### src/rtl/chain_pkg.sv
package chain_pkg;

  localparam logic [1:0] MODE_ECB = 2'd0;
  localparam logic [1:0] MODE_CBC = 2'd1;
  localparam logic [1:0] MODE_CTR = 2'd2;

  typedef struct packed {
    logic       capture;
    logic       loadIv;
    logic       reloadChain;
    logic       updateChain;
    logic       busy;
    logic [1:0] mode;
    logic       dec;
  } chainCtl_t;

  function automatic logic [1:0] normMode(input logic [1:0] m);
    return (m == MODE_CBC || m == MODE_CTR) ? m : MODE_ECB;
  endfunction

endpackage

### src/rtl/chain_ctrl.sv
module chain_ctrl
  import chain_pkg::*;
(
  input  logic       clk,
  input  logic       rstN,
  input  logic [1:0] mode,
  input  logic       decrypt,
  input  logic       ivWrite,
  input  logic       inValid,
  output logic       inReady,
  output logic       cipReq,
  output logic       cipDecrypt,
  input  logic       cipAck,
  output logic       outValid,
  output chainCtl_t  ctl
);

  typedef enum logic [1:0] {ST_IDLE, ST_REQ, ST_WAIT} state_t;

  state_t     state;
  logic [1:0] modeReg;
  logic [1:0] lastMode;
  logic       decReg;
  logic       idle;
  logic       accept;

  always_comb begin
    idle            = (state == ST_IDLE);
    inReady         = idle && !ivWrite;
    accept          = inValid && inReady;
    cipReq          = (state == ST_REQ);
    cipDecrypt      = decReg && (modeReg != MODE_CTR);
    ctl.capture     = accept;
    ctl.loadIv      = idle && ivWrite;
    ctl.reloadChain = idle && !ivWrite && (normMode(mode) != lastMode);
    ctl.updateChain = (state == ST_WAIT) && cipAck;
    ctl.busy        = !idle;
    ctl.mode        = modeReg;
    ctl.dec         = decReg;
  end

  always_ff @(posedge clk) begin
    if (!rstN) begin
      state    <= ST_IDLE;
      modeReg  <= MODE_ECB;
      lastMode <= MODE_ECB;
      decReg   <= 1'b0;
      outValid <= 1'b0;
    end else begin
      outValid <= ctl.updateChain;
      if (idle) lastMode <= normMode(mode);
      unique case (state)
        ST_IDLE: if (accept) begin
          state   <= ST_REQ;
          modeReg <= normMode(mode);
          decReg  <= decrypt;
        end
        ST_REQ:  state <= ST_WAIT;
        ST_WAIT: if (cipAck) state <= ST_IDLE;
        default: state <= ST_IDLE;
      endcase
    end
  end

  assert_req_follows_accept_R11: assert property (@(posedge clk) disable iff (!rstN)
    (inValid && inReady) |=> cipReq);
  assert_req_single_cycle_R11: assert property (@(posedge clk) disable iff (!rstN)
    cipReq |=> !cipReq);
  assert_out_after_ack_R11: assert property (@(posedge clk) disable iff (!rstN)
    (state == ST_WAIT && cipAck) |=> outValid);
  assert_out_single_cycle_R11: assert property (@(posedge clk) disable iff (!rstN)
    outValid |=> !outValid);

endmodule

### src/rtl/chain_datapath.sv
module chain_datapath
  import chain_pkg::*;
#(
  parameter int BLOCK_W = 128,
  parameter int CTR_W   = 32
) (
  input  logic               clk,
  input  logic               rstN,
  input  chainCtl_t          ctl,
  input  logic [BLOCK_W-1:0] inData,
  input  logic [BLOCK_W-1:0] ivIn,
  input  logic [BLOCK_W-1:0] cipOut,
  output logic [BLOCK_W-1:0] cipIn,
  output logic [BLOCK_W-1:0] outData
);

  localparam int NONCE_W = BLOCK_W - CTR_W;

  logic [BLOCK_W-1:0] dataReg, chainReg, ivReg, outReg;
  logic [BLOCK_W-1:0] result, nextChain;
  logic [CTR_W-1:0]   ctrNext;

  always_comb begin
    ctrNext = chainReg[CTR_W-1:0] + CTR_W'(1);
    unique case (ctl.mode)
      MODE_CBC: begin
        cipIn     = ctl.dec ? dataReg : (dataReg ^ chainReg);
        result    = ctl.dec ? (cipOut ^ chainReg) : cipOut;
        nextChain = ctl.dec ? dataReg : cipOut;
      end
      MODE_CTR: begin
        cipIn     = chainReg;
        result    = cipOut ^ dataReg;
        nextChain = {chainReg[BLOCK_W-1:CTR_W], ctrNext};
      end
      default: begin
        cipIn     = dataReg;
        result    = cipOut;
        nextChain = chainReg;
      end
    endcase
  end

  always_ff @(posedge clk) begin
    if (!rstN) begin
      dataReg  <= '0;
      chainReg <= '0;
      ivReg    <= '0;
      outReg   <= '0;
    end else begin
      if (ctl.capture) dataReg <= inData;
      if (ctl.loadIv) begin
        ivReg    <= ivIn;
        chainReg <= ivIn;
      end else if (ctl.reloadChain) begin
        chainReg <= ivReg;
      end else if (ctl.updateChain) begin
        chainReg <= nextChain;
      end
      if (ctl.updateChain) outReg <= result;
    end
  end

  assign outData = outReg;

  assert_iv_held_when_busy_R10: assert property (@(posedge clk) disable iff (!rstN)
    (ctl.busy && !ctl.updateChain) |=> (ivReg == $past(ivReg) && chainReg == $past(chainReg)));
  assert_ctr_step_R7: assert property (@(posedge clk) disable iff (!rstN)
    (ctl.updateChain && ctl.mode == MODE_CTR) |=>
      (chainReg[BLOCK_W-1:CTR_W] == $past(chainReg[BLOCK_W-1:CTR_W]) &&
       chainReg[CTR_W-1:0] == $past(chainReg[CTR_W-1:0]) + CTR_W'(1)));
  assert_cbc_chain_is_output_R4: assert property (@(posedge clk) disable iff (!rstN)
    (ctl.updateChain && ctl.mode == MODE_CBC && !ctl.dec) |=> (chainReg == outReg));
  assert_reload_from_iv_R9: assert property (@(posedge clk) disable iff (!rstN)
    ctl.reloadChain |=> (chainReg == ivReg));

  if (NONCE_W < 1) begin : g_badWidth
    initial $error("counter field must be narrower than the block");
  end

endmodule

### src/rtl/block_chain_unit.sv
module block_chain_unit
  import chain_pkg::*;
#(
  parameter int BLOCK_W = 128,
  parameter int CTR_W   = 32
) (
  input  logic               clk,
  input  logic               rstN,
  input  logic [1:0]         mode,
  input  logic               decrypt,
  input  logic               ivWrite,
  input  logic [BLOCK_W-1:0] ivIn,
  input  logic               inValid,
  output logic               inReady,
  input  logic [BLOCK_W-1:0] inData,
  output logic               cipReq,
  output logic               cipDecrypt,
  output logic [BLOCK_W-1:0] cipIn,
  input  logic               cipAck,
  input  logic [BLOCK_W-1:0] cipOut,
  output logic               outValid,
  output logic [BLOCK_W-1:0] outData
);

  chainCtl_t ctl;

  chain_ctrl u_ctrl (
    .clk(clk), .rstN(rstN), .mode(mode), .decrypt(decrypt), .ivWrite(ivWrite),
    .inValid(inValid), .inReady(inReady), .cipReq(cipReq), .cipDecrypt(cipDecrypt),
    .cipAck(cipAck), .outValid(outValid), .ctl(ctl)
  );

  chain_datapath #(.BLOCK_W(BLOCK_W), .CTR_W(CTR_W)) u_path (
    .clk(clk), .rstN(rstN), .ctl(ctl), .inData(inData), .ivIn(ivIn),
    .cipOut(cipOut), .cipIn(cipIn), .outData(outData)
  );

endmodule

### config.mk
export PLATFORM = sky130hd
export DESIGN_NAME = block_chain_unit
export DESIGN_NICKNAME = d
export VERILOG_FILES = /design/src/rtl/chain_pkg.sv /design/src/rtl/chain_ctrl.sv /design/src/rtl/chain_datapath.sv /design/src/rtl/block_chain_unit.sv
export SDC_FILE = /design/constraint.sdc
export NUM_CORES = 2
export LEC_CHECK = 0
export BUFFER_PORTS_ARGS = -buffer_cell sky130_fd_sc_hd__buf_4
export CORE_AREA = 2 2 253 255
export DETAILED_ROUTE_END_ITERATION = 7
export DIE_AREA = 0 0 255 257
export GPL_TIMING_DRIVEN = 0
export PLACE_DENSITY = 0.7
export SLEW_MARGIN = 20
export SYNTH_ARGS = -nofsm -noshare
export SYNTH_HDL_FRONTEND = slang
export SYNTH_SLANG_ARGS = --single-unit
### constraint.sdc
create_clock -name clk -period 5.95 [get_ports clk]
set_input_delay 1.19 -clock clk [delete_from_list [all_inputs] [get_ports clk]]
set_output_delay 1.19 -clock clk [all_outputs]
set_load 0.05 [all_outputs]
# [Yosys cells after proc, flatten, opt, wreduce, memory -nomap -nowiden]
# Index checks and enable logic that the tools add are counted.
[op_classes] add_sub_neg=1 n_eq_ne=11 mux=13 bitwise=3 n_reduce_logical=16
[ops] operator="128-bit 2-to-1 mux" n=6
[ops] operator="128-bit case mux with 2 select lines" n=3
[ops] operator="128-bit XOR" n=3
[ops] operator="32-bit by 1-bit adder with 32-bit output, second input constant" n=1
[ops] operator="2-bit by 1-bit equality test with 1-bit output, second input constant" n=3
[ops] operator="2-bit equality test, second input constant" n=3
[ops] operator="1-bit logical AND" n=6
[ops] operator="2-bit 2-to-1 mux" n=3
[ops] operator="2-bit != test, second input constant" n=3
[ops] operator="2-bit case mux with 3 select lines" n=1
[ops] operator="2-bit AND reduction" n=3
[ops] operator="3-bit nonzero test" n=2
[ops] operator="4-bit nonzero test" n=1
[ops] operator="3-bit != test, second input constant" n=1
[ops] operator="3-bit AND reduction" n=1
[ops] operator="2-bit zero test" n=1
[ops] operator="2-bit != test" n=1
[ops] operator="1-bit zero test" n=1
[ops] operator="1-bit logical OR" n=1
[word_totals] reg_bits=520 inputBits=392 wordCells=54

# [Depth between registers and ports, before layout]
[depth] depth_word=7 ltp_mapped=11 mapped_depth_nobuf=8

# [Modules after synthesis]
# A second synthesis with hierarchy kept.
[hier_totals] hier_cells=3703 area_unflattened_um2=29350.6
[modules_own_cells] module="chain_datapath" n_inst=1 cells_each=3656 area_each_um2=28931.5 seq_area_each_um2=10249.8
[modules_own_cells] module="chain_ctrl" n_inst=1 cells_each=47 area_each_um2=419.2 seq_area_each_um2=160.2

# [Worst setup path before layout]
# No wires, ideal clock.
[synth_timing] path_type="register to output" start="reg u_ctrl.modeReg[1]" end="out cipIn[4]" t_arrival_ns=2.777 path_slack_ns=1.983 stages_incl_launch_ff=9 path_cell_list="dfxtp_1 -> inv_1 -> ha_1 -> clkbuf_1 -> clkbuf_1 -> clkbuf_1 -> clkbuf_1 -> a31oi_1 -> o31ai_1"
[synth_between] elab_chain_cells=2 elab_cells_between_ends=3 classes_between="eq/ne (2); mux (1)"
[synth_rtl] element="from (decl)" line="chain_ctrl.sv:21" rtl="logic [1:0] modeReg;"
[synth_rtl] element="from (signal assigned)" line="chain_ctrl.sv:55" rtl="modeReg <= normMode(mode);"
[synth_rtl] element="2-bit equality test / 2-bit by 1-bit equality test with 1-bit output (equally long branches)" line="chain_datapath.sv:25" rtl="unique case (ctl.mode)"
[synth_rtl] element="128-bit case mux with 2 select lines (*)" line="chain_datapath.sv:25"
[synth_rtl] element="to (decl)" line="block_chain_unit.sv:18" rtl="output logic [BLOCK_W-1:0] cipIn,"
# Mark *: on every way between the ends. The rest lies on a longest branch, timed or not.

# [Worst setup path after layout]
[layout_timing] start="reg u_ctrl.modeReg[0]" end="out cipIn[4]"
# Same word-level chain as after synthesis.

==> impl_metrics.yaml <==
synth:
  ys_seq_elements: 520
  post_synth_num_cell_types: 77
  ys_warn_count: 0
  synthArstFlopShare_pct: 0
  synth_edf_count: 0
  synth_area_leader_cell: "dfxtp_1"
  syn_avg_cell_area_sq_um: 7.272
  synthTopCellsByArea: "dfxtp_1 (33%), nand2_1 (9.8%), a21oi_1 (6.8%)"
  synth_flop_cell: "dfxtp_1"
  ys_seq_area_share_pct: 33.38
  synth_area_sq_um: 31180
  syn_nets: 4683
  synth_top_area_share_pct: 33.38
  syn_inst: 4288
status:
  violations: "design-rule violations, negative setup slack"
  status: "finished with violations"
setup_path:
  regToRegSetupSlack_ns: 2.23
  required_ns: 4.76
  crit_start: "u_ctrl.modeReg[0]"
  r2r_start: "u_ctrl.modeReg[0]"
  cp-start-kind: "flop"
  crit_path_end_kind: "output pin"
  cp-endpoint: "cipIn[4]"
  reg2regPathDepth: 9
  worstPathMaxFanout: 10
  criticalPathCategory: "flop to output pin"
  rr_endpoint: "u_path.chainReg[9]"
  critPathArrivalTime_ns: 4.77
global_route:
  grt_max_degree: 15
  overflow: 0
  grt_pass1_wl_mm: 212.3
  gr-usage-all-layers_pct: 42.40
  grt_pass1_vias: 33720
  antenna_found_initial: 12
routing:
  wirelength_mm: 145.9
  via_count: 37070
  viasPerCell: 6.275
  drc: 2
  drtAntennaViolNets: 0
  first_iter_violations: 4691
  first_pass_iters: 8
  wl_per_cell_um: 24.70
floorplan:
  start_util_pct: 49.70
  io_pins: 652
  die_x_um: 255
  core_sq_um: 62740
  floorplan.rows: 92
  die_height_um: 257
  die-area_sq_um: 65540
clock_tree:
  clock_path_buffers: 3
  htree_levels: 2
  clkSlewWorstSetupHoldPaths_ns: 0.06
  clock_sinks: 520
  cts_buffers: 58
  worstSkewPairLatency_ns: 0.65
  cts_root_buffer: "clkbuf_16"
  cts_tree: "built"
layout:
  final_cell_count_no_fill: 5907
  syn_to_final_growth_pct: 26.15
  final_common_cell: "nand2_1"
  final_cell_mix: "nand2_1 (813), buf_4 (655), dfxtp_1 (520), a21oi_1 (423), o21ai_0 (375)"
  nets: 5395
  layout-drive-gt1-share_pct: 16.48
run:
  cap_violations: 0
timing:
  rsz0062_at_grt: "false"
  tightest_slew_ns: 1.282
  setup_slack_ns: -0.009293
  fmax_ghz: 0.1678
  fin_crit_ns: 5.959
  hold_viol: 0
  whs_ns: 0.4548
  timing.final.crit_share_pct: 100.2
  fin_skew_ns: 0.01377
  setup-violations-final: 1
  relSlewSlack_pct: 14.56
  slew_viol_final: 0
min_path:
  hold_path.class: "flop to flop"
placement:
  dpl_worst_slack_ns: 0.4157
  placed_cells: 5786
  port_buffers: 651
  dp_hpwl_mm: 109.2
  globalplace.congestion: 0.9876
power_and_ir_drop:
  power_mw: 10.19
  p_per_area_nw_per_um2: 259.1
  p_leak_nw: 15.36
  ir_worst_vdd_v: 0.0002397
==> flip-flops by register name, indices dropped and copies added, names as in the netlist, 2 cells and up <==
signal / flops
u_ctrl.lastMode: 2
u_ctrl.modeReg: 2
u_ctrl.state: 2
u_path.chainReg: 128
u_path.dataReg: 128
u_path.ivReg: 128
u_path.outData: 128
==> per-layer routing <==
layer  wire (um)  GRT usage (%)
met3       17100          10.39
met1       56510          55.15
met4        9561          25.54
met2       62710          63.17
met5          26              0
==> through the flow <==
step / instance area [sq um] / setup TNS [ns] / util [%]
CTS: 39300 / 0 / 62.64
floorplan: 31180 / 0 / -
finish: 39340 / -0.009293 / 62.70
global placement: 37130 / 0 / 59.18
global route: 39330 / 0 / 62.69
detailed placement: 37170 / 0 / 59.24
==> logic make-up (layout without fill, tap and decap cells) <==
| family | count (synthesis) | after routing | share of synthesized area (%) |
|---|---|---|---|
| buffers and inverters | 573 | 1333 | 7.138 |
| and+or+nand+nor | 1451 | 1451 | 20.46 |
| muxes | 213 | 213 | 6.841 |
| AOI/OAI and AO/OA | 1512 | 1512 | 31.61 |
| xor gates and xnor gates | 16 | 16 | 0.4494 |
| adders and majority gates | 3 | 3 | 0.1204 |
| DFF | 520 | 520 | 33.38 |
| other | 0 | 13 | 0 |
==> Yosys cell counts, drive strengths merged (17+ instances only) <==
cell    number
nand3       17
o21ai      375
dfxtp      520
nand3b     122
a21boi     131
a22oi      128
buf         76
a21oi      424
a221o      128
nor3       134
nor2b       17
inv        137
clkbuf     359
mux2i      212
a22o        97
nor2       290
nand2      814
a211oi     156
==> worst min path at each step <==
stage / slack [ns] / endpoint / from / depth (start not counted)
floorplan: 0.43 / u_path.ivReg[9] / u_path.ivReg[9] / 2
global placement: 0.44 / u_path.ivReg[9] / u_path.ivReg[9] / 2
detailed placement: 0.45 / u_path.ivReg[87] / u_path.ivReg[87] / 2
CTS: 0.45 / u_path.ivReg[103] / u_path.ivReg[103] / 2
global route: 0.47 / u_path.ivReg[37] / u_path.ivReg[37] / 2
finish: 0.45 / u_path.ivReg[65] / u_path.ivReg[65] / 2
==> final cells by class <==
type	count	area [sq um]
fill	5989	23400
multi-input combinational	3195	18550
sequential	520	10410
timing repair buffer	652	4915
buffer	435	1723
clock buffer	77	1664
tap	846	1059
inverter	138	518.0
clock inverter	31	465.4
antenna	13	32.53
==> power by group <==
part	switching, mW	internal [mW]
logic	1.41	0.748
clock network	1.64	2.44
registers	0.247	3.70
total	3.30	6.89
==> critical path: stages (launching register included) <==
cell and delay, ns:
dfxtp_1 0.33, inv_1 0.06, ha_1 0.14, clkbuf_1 0.37, clkbuf_1 0.78, clkbuf_1 0.74, clkbuf_1 0.67, a31oi_1 0.08
o31ai_1 0.62, buf_4 0.32
==> what timing repair did <==
action / CTS / global route
gates resized for setup: 1 / 3
setup buffers: 0 / 0
pin swaps: 0 / 0
hold buffers: 0 / 0
setup endpoints to repair: 100 / 55
Power figures use the tool's default switching activity.
